<file path="src/rtl/lin_span_timer.sv">
module lin_span_timer #(
  parameter int unsigned W = 12
) (
  input  logic         clk,
  input  logic         rst_n,
  input  logic         tick,
  input  logic         clr,
  input  logic         mark,
  output logic [W-1:0] pos_now,
  output logic [W-1:0] gap
);
  logic [W-1:0] pos_q, pos_d, last_q, last_d;

  always_comb begin
    pos_now = (pos_q == {W{1'b1}}) ? pos_q : pos_q + 1'b1;
    gap     = pos_now - last_q;
    pos_d   = pos_q;
    last_d  = last_q;
    if (tick) begin
      if (clr) begin
        pos_d  = '0;
        last_d = '0;
      end else begin
        pos_d = pos_now;
        if (mark) last_d = pos_now;
      end
    end
  end

  always_ff @(posedge clk or negedge rst_n) begin
    if (!rst_n) begin
      pos_q  <= '0;
      last_q <= '0;
    end else begin
      pos_q  <= pos_d;
      last_q <= last_d;
    end
  end
endmodule

</file>
<file path="config.mk">
export PLATFORM = sky130hd
export DESIGN_NAME = lin_span_timer
export DESIGN_NICKNAME = d
export VERILOG_FILES = /design/src/rtl/lin_span_timer.sv
export SDC_FILE = /design/constraint.sdc
export NUM_CORES = 1
export LEC_CHECK = 0
export CORE_ASPECT_RATIO = 0.7
export CORE_MARGIN = 2
export CORE_UTILIZATION = 55
export DETAILED_ROUTE_END_ITERATION = 8
export MAX_ROUTING_LAYER = met4
export PLACE_DENSITY = 0.91
export SYNTH_ARGS = -nofsm -noshare
export SYNTH_HDL_FRONTEND = slang
export SYNTH_SLANG_ARGS = --single-unit
</file>
<file path="constraint.sdc">
create_clock -name clk -period 6.96 [get_ports clk]
set_input_delay 1.392 -clock clk [delete_from_list [all_inputs] [get_ports clk]]
set_output_delay 1.392 -clock clk [all_outputs]
set_load 0.02 [all_outputs]
</file>
==> results.py, run 1 <==
metrics = {
    "timing": {
        "slew_violations": 0,
        "setup_viol": 0,
        "final_hold_viol_count": 0,
        "rsz0062_at_grt": "no",
        "worst_slack_ps": 607,
        "maxSlewHeadroom_pct": 24.3,
        "tns_ps": 0,
        "period_share_pct": 91.3,
        "period_needed_ps": 6350,
        "worstMarginPinSlew_ps": 1130,
        "finalClockSkew_ps": 4.34,
        "max_freq_ghz": 0.157,
    },
    "drt": {
        "route.met3.wl_um": 266,
        "drt_iter0_drc": 189,
        "highest_layer": "met4",
        "wl_met2_um": 1970,
        "avgViaCountPerCell": 6.09,
        "routed_wl_um": 4490,
        "route.detailed.drc": 0,
        "post_drt_wl_per_cell_um": 16.1,
        "drt-met1-wl_um": 2170,
        "dr.pass1.iters": 4,
        "drtAntennaViolNets": 0,
        "via_count": 1699,
    },
    "flow_run": {
        "maxCapViolations": 0,
    },
    "logic_synthesis": {
        "syn-instance-count": 217,
        "yosysUniqueCellTypes": 46,
        "ys.flop_type": "dfrtp_1",
        "synth_nets": 235,
        "netlist_area_sq_mm": 0.00186,
        "synth-edff-count": 0,
        "ys_seq_area_share_pct": 32.3,
        "syn-mean-instance-area_sq_um": 8.57,
        "async_reset_ff_share_pct": 100,
        "ys_warn_count": 0,
        "synth_seq_cells": 24,
    },
    "floorplan": {
        "io_pins": 29,
        "num_rows": 17,
        "core_area_sq_mm": 0.00319,
        "die_w_um": 73.5,
        "die_area_sq_mm": 0.00387,
        "initial_core_util_pct": 58.3,
        "die_h_um": 52.6,
    },
    "global_routing": {
        "gr-total-overflow": 0,
        "antenna_found_initial": 0,
        "grt_usage_pct": 25.1,
        "grt_pass1_vias": 1526,
        "grt_pass1_wl_um": 7180,
        "grt_max_degree": 25,
    },
    "cts": {
        "cts.repair.resized": 0,
        "cts_buffers": 3,
        "cts_tree": "yes",
        "ctsRootBufferMaster": "clkbuf_8",
        "clk_latency_ps": 270,
        "h-tree-depth": 1,
        "post-cts-setup-buffers": 0,
        "cts-hold-fix-buffers": 0,
        "clk_pin_slew_ps": 90,
        "cts_sinks": 24,
        "cts.path.max_buffers": 2,
    },
    "critical_path": {
        "r2r_setup_slack_ps": 4470,
        "path_cells": "ha_1, nand3_1, or4_1, xor2_1, inv_1, ha_1, inv_1, fa_1, a211oi_1, o21bai_1, a21oi_1, a21oi_1, xor2_1, clkdlybuf4s50_1",
        "max_stage_delay_ps": 830,
        "crit_path_top_delay_cell": "or4_1",
        "cp.required_ps": 5570,
        "startpoint_type": "flip-flop",
        "worstSetupPathType": "flip-flop to output port",
        "crit_arrival_ps": 4960,
        "end_kind": "output port",
        "critPathMaxFanout": 15,
    },
    "final_layout": {
        "areaGrowthSynthToFinish_pct": 18.0,
        "nNetsFinal": 261,
        "post-route-util_pct": 68.7,
        "drive_gt1_share_pct": 5.81,
        "final_cell_mix": "clkdlybuf4s50_1, dfrtp_1, a21oi_1",
        "num_antenna_cells": 0,
        "fin_cells": 279,
        "final_common_cell": "clkdlybuf4s50_1",
    },
    "power_and_ir_drop": {
        "p_leak_nw": 0.980,
        "power_density_mw_per_mm2": 235,
        "vdd_drop_max_mv": 0.222,
    },
    "worst_hold_path": {
        "hp-class": "flip-flop to flip-flop",
    },
    "placed_design": {
        "gp_congestion": 0.908,
        "placement.io_buffers": 28,
        "dp.cells": 276,
        "dp_hpwl_um": 3360,
        "place_ws_ps": 1100,
    },
    "run_status": {
        "status": "complete, no violations",
    },
}
## synth_stat cells (2+ instances only)
cell type   n  area [sq um]
dfrtp_1    24           601
a21oi_1    21           105
inv_1      19          71.3
nand2_1    18          67.6
o21ai_0    17          85.1
nor2_1     13          48.8
ha_1       12           150
xnor2_1    11          96.3
nand3_1     7          35.0
a22o_1      5          43.8
clkbuf_1    5          18.8
o21a_1      5          37.5
o31ai_1     5          37.5
a31oi_1     4          25.0
and2_1      4          25.0
mux2_2      4          45.0
and3_1      3          18.8
mux2i_1     3          30.0
nor2b_1     3          18.8
xor2_1      3          26.3
a21boi_0    2          15.0
a21o_1      2          15.0
a41o_1      2          20.0
nand3_2     2          20.0
nand4_1     2          12.5
## kinds of logic after synthesis
family / count (synthesis) / share of synthesized area, %
AOI/OAI and AO/OA: 70 / 24.0
and+or+nand+nor: 61 / 17.0
buffers and inverters: 27 / 6.12
DFF: 24 / 32.3
xor gates and xnor gates: 14 / 6.60
adders and majority gates: 13 / 9.15
muxes: 8 / 4.84
## per-layer routing
metal	track usage, %	vias to the layer above
li1	-	828
met1	35.1	798
met5	-	-
met3	4.23	10
met4	5.45	0
met2	38.5	63
## registers in the layout, indices dropped and copies added, names as in the netlist
signal,flops
last_q,12
pos_q,12
## through the flow
step / power, W / instance area (sq um) / hold WS, ps
after floorplan: 0.000316 / 1860 / 449
after global routing: 0.000540 / 2190 / 525
after CTS: 0.000514 / 2190 / 500
after detailed placement: 0.000427 / 2150 / 481
after global placement: 0.000421 / 2150 / 462
final: 0.000515 / 2190 / 497
## final timing paths
| check | to | startpoint | cells after the start |
|---|---|---|---|
| min in group asynchronous | last_q[8] | rst_n | 1 |
| setup / recovery | gap[8] | pos_q[0] | 14 |
| hold reg to reg | last_q[10] | last_q[10] | 2 |
| max in group asynchronous | pos_q[3] | rst_n | 1 |
| setup reg to reg | last_q[3] | pos_q[0] | 6 |
| hold / removal | last_q[10] | last_q[10] | 2 |
## where the power goes
part	internal, W	total [W]	switching, W	leakage [nW]
combinational	0.000129	0.000277	0.000148	0.628
sequential	0.000145	0.000153	0.00000793	0.331
clock	0.0000388	0.0000850	0.0000462	0.0216
total	0.000313	0.000515	0.000202	0.980
## critical path, delay by kind of cell (launching register included)
kind                     cells  cell delay, ps
flip-flops                   1             470
adder cells (fa/ha/maj)      3             870
buffers and inverters        3             800
AO/OA/AOI/OAI                4            1130
AND/OR/NAND/NOR              2             970
XOR/XNOR                     2             460
## area by class of cell
cell class	count	area [sq um]
repair buffers	29	288
clock buffers	3	41.3
inverters	19	71.3
fillers	250	997
well taps	38	47.5
flip-flops and latches	24	601
multi-input cells	166	1140
No activity file was read; power rests on OpenSTA's default activity.
==> run 2, diff against run 1 <==
--- a/config.mk
+++ b/config.mk
@@ -8,8 +8,8 @@
 export CORE_ASPECT_RATIO = 0.7
 export CORE_MARGIN = 2
-export CORE_UTILIZATION = 55
+export CORE_UTILIZATION = 54
 export DETAILED_ROUTE_END_ITERATION = 8
 export MAX_ROUTING_LAYER = met4
-export PLACE_DENSITY = 0.91
+export PLACE_DENSITY = 0.9
 export SYNTH_ARGS = -nofsm -noshare
 export SYNTH_HDL_FRONTEND = slang
==> constraint.sdc (replaced) <==
create_clock -name clk -period 6.45 [get_ports clk]
set_input_delay 1.29 -clock clk [delete_from_list [all_inputs] [get_ports clk]]
set_output_delay 1.29 -clock clk [all_outputs]
set_load 0.005 [all_outputs]
==> results.py, run 2 (synthesized netlist as in run 1, its figures left out) <==
metrics = {
    "floorplan": {
        "initial_core_util_pct": 57.9,
        "core_area_sq_mm": 0.00321,
        "io_pins": 29,
        "die_h_um": 53.1,
        "num_rows": 17,
        "die_w_um": 74.1,
        "die_area_sq_mm": 0.00394,
    },
    "global_routing": {
        "grt_max_degree": 25,
        "gr-total-overflow": 0,
        "antenna_found_initial": 0,
        "grt_pass1_vias": 1589,
        "grt_usage_pct": 26.0,
        "grt_pass1_wl_um": 7510,
    },
    "timing": {
        "worstMarginPinSlew_ps": 1140,
        "maxSlewHeadroom_pct": 23.7,
        "rsz0062_at_grt": "no",
        "slew_violations": 0,
        "finalClockSkew_ps": 12.7,
        "max_freq_ghz": 0.170,
        "setup_viol": 0,
        "final_hold_viol_count": 0,
        "period_share_pct": 91.0,
        "tns_ps": 0,
        "period_needed_ps": 5870,
    },
    "cts": {
        "cts_sinks": 24,
        "cts.repair.resized": 0,
        "cts-hold-fix-buffers": 0,
        "h-tree-depth": 1,
        "clk_latency_ps": 270,
        "clk_pin_slew_ps": 90,
        "cts.path.max_buffers": 2,
        "cts_buffers": 3,
        "post-cts-setup-buffers": 0,
        "ctsRootBufferMaster": "clkbuf_8",
        "cts_tree": "yes",
    },
    "power_and_ir_drop": {
        "switching_share_pct": 29.7,
        "p_leak_nw": 0.994,
        "power_density_mw_per_mm2": 240,
        "combPwrFrac_pct": 44.4,
        "p_seq_share_pct": 30.7,
        "vdd_drop_max_mv": 0.169,
        "switchingPower_w": 0.000159,
        "clkPwrFrac_pct": 24.9,
        "intPower_w": 0.000378,
    },
    "placed_design": {
        "dp.cells": 285,
        "dp_hpwl_um": 3320,
        "placement.io_buffers": 28,
        "gp_congestion": 0.898,
    },
    "critical_path": {
        "cp.depth": 14,
        "path_cells": "ha_1, nand3_1, or4_1, xor2_1, inv_1, ha_1, inv_1, fa_1, a211oi_1, o21bai_1, a21oi_1, a21oi_1, xor2_1, clkdlybuf4s50_1",
        "startpoint_type": "flip-flop",
        "crit_family": "simple AND/OR/NAND/NOR gates",
        "crit_path_top_delay_cell": "or4_1",
        "end_kind": "output port",
        "cp.required_ps": 5160,
        "crit_arrival_ps": 4580,
        "worstSetupPathType": "flip-flop to output port",
        "critPathMaxFanout": 15,
        "reg2regPathDepth": 5,
        "max_stage_delay_ps": 840,
        "path_buf_inv": 3,
    },
    "final_layout": {
        "post-route-util_pct": 69.6,
        "num_antenna_cells": 0,
        "nNetsFinal": 261,
        "areaGrowthSynthToFinish_pct": 20.2,
        "final_cell_mix": "clkdlybuf4s50_1, dfrtp_1, a21oi_1",
        "fin_cells": 289,
        "drive_gt1_share_pct": 6.20,
        "reg_top3": "last_q (12), pos_q (12)",
        "final_common_cell": "clkdlybuf4s50_1",
    },
    "drt": {
        "post_drt_wl_per_cell_um": 15.6,
        "wl_met2_um": 2090,
        "route.detailed.drc": 0,
        "route.met3.wl_um": 263,
        "dr.pass1.iters": 4,
        "avgViaCountPerCell": 5.93,
        "via_count": 1715,
        "routed_wl_um": 4500,
        "highest_layer": "met4",
        "drt_iter0_drc": 171,
        "drt-met1-wl_um": 2110,
        "drtAntennaViolNets": 0,
    },
    "flow_run": {
        "maxCapViolations": 0,
    },
    "worst_hold_path": {
        "hp-class": "flip-flop to flip-flop",
        "hold_path_depth": 2,
    },
    "run_status": {
        "status": "complete, no violations",
    },
}
## run 2: area by class of cell
type                       count  area [sq um]
tap                           47          58.8
sequential                    24           601
fill                         252           977
clock buffer                   3          41.3
multi-input combinational    166          1140
timing repair buffer          29           288
inverter                      19          71.3
clock inverter                 1          30.0
## run 2: layer usage
layer  vias up  GRT usage (%)
met5         -              -
met2        60           42.4
met3         8           5.33
met1       824           34.8
li1        823              -
met4         0           3.33
## run 2: path summary, 6_finish.rpt
kind	start	end	slack, ps
min in group asynchronous	rst_n	last_q[8]	1620
max reg2reg	pos_q[0]	last_q[1]	3980
min	last_q[10]	last_q[10]	500
min reg2reg	last_q[10]	last_q[10]	500
max in group asynchronous	rst_n	last_q[5]	4140
max	pos_q[0]	gap[8]	580
## run 2: power groups by stage
| stage | combinational [W] | sequential, W | clock (W) |
|---|---|---|---|
| detailed placement | 0.000236 | 0.000168 | 0 |
| global route | 0.000263 | 0.000167 | 0.000141 |
| floorplan | 0.000119 | 0.000166 | 0 |
| CTS | 0.000239 | 0.000165 | 0.000135 |
| finish | 0.000239 | 0.000165 | 0.000134 |
| global placement | 0.000232 | 0.000167 | 0 |
## run 2: worst min-delay path: stages (launching register included)
cell and delay, ps:
dfrtp_1 360, nand2_1 50, o31ai_1 60
## run 2: through the flow
stage / hold slack [ps] / setup WS [ps] / power [W] / instance area [sq um]
4_1_cts: 513 / 597 / 0.000539 / 2230
2_1_floorplan: 449 / 1910 / 0.000285 / 1860
3_3_place_gp: 463 / 1070 / 0.000399 / 2160
6_report: 502 / 580 / 0.000537 / 2230
5_1_grt: 522 / 191 / 0.000570 / 2230
3_5_place_dp: 492 / 929 / 0.000404 / 2160
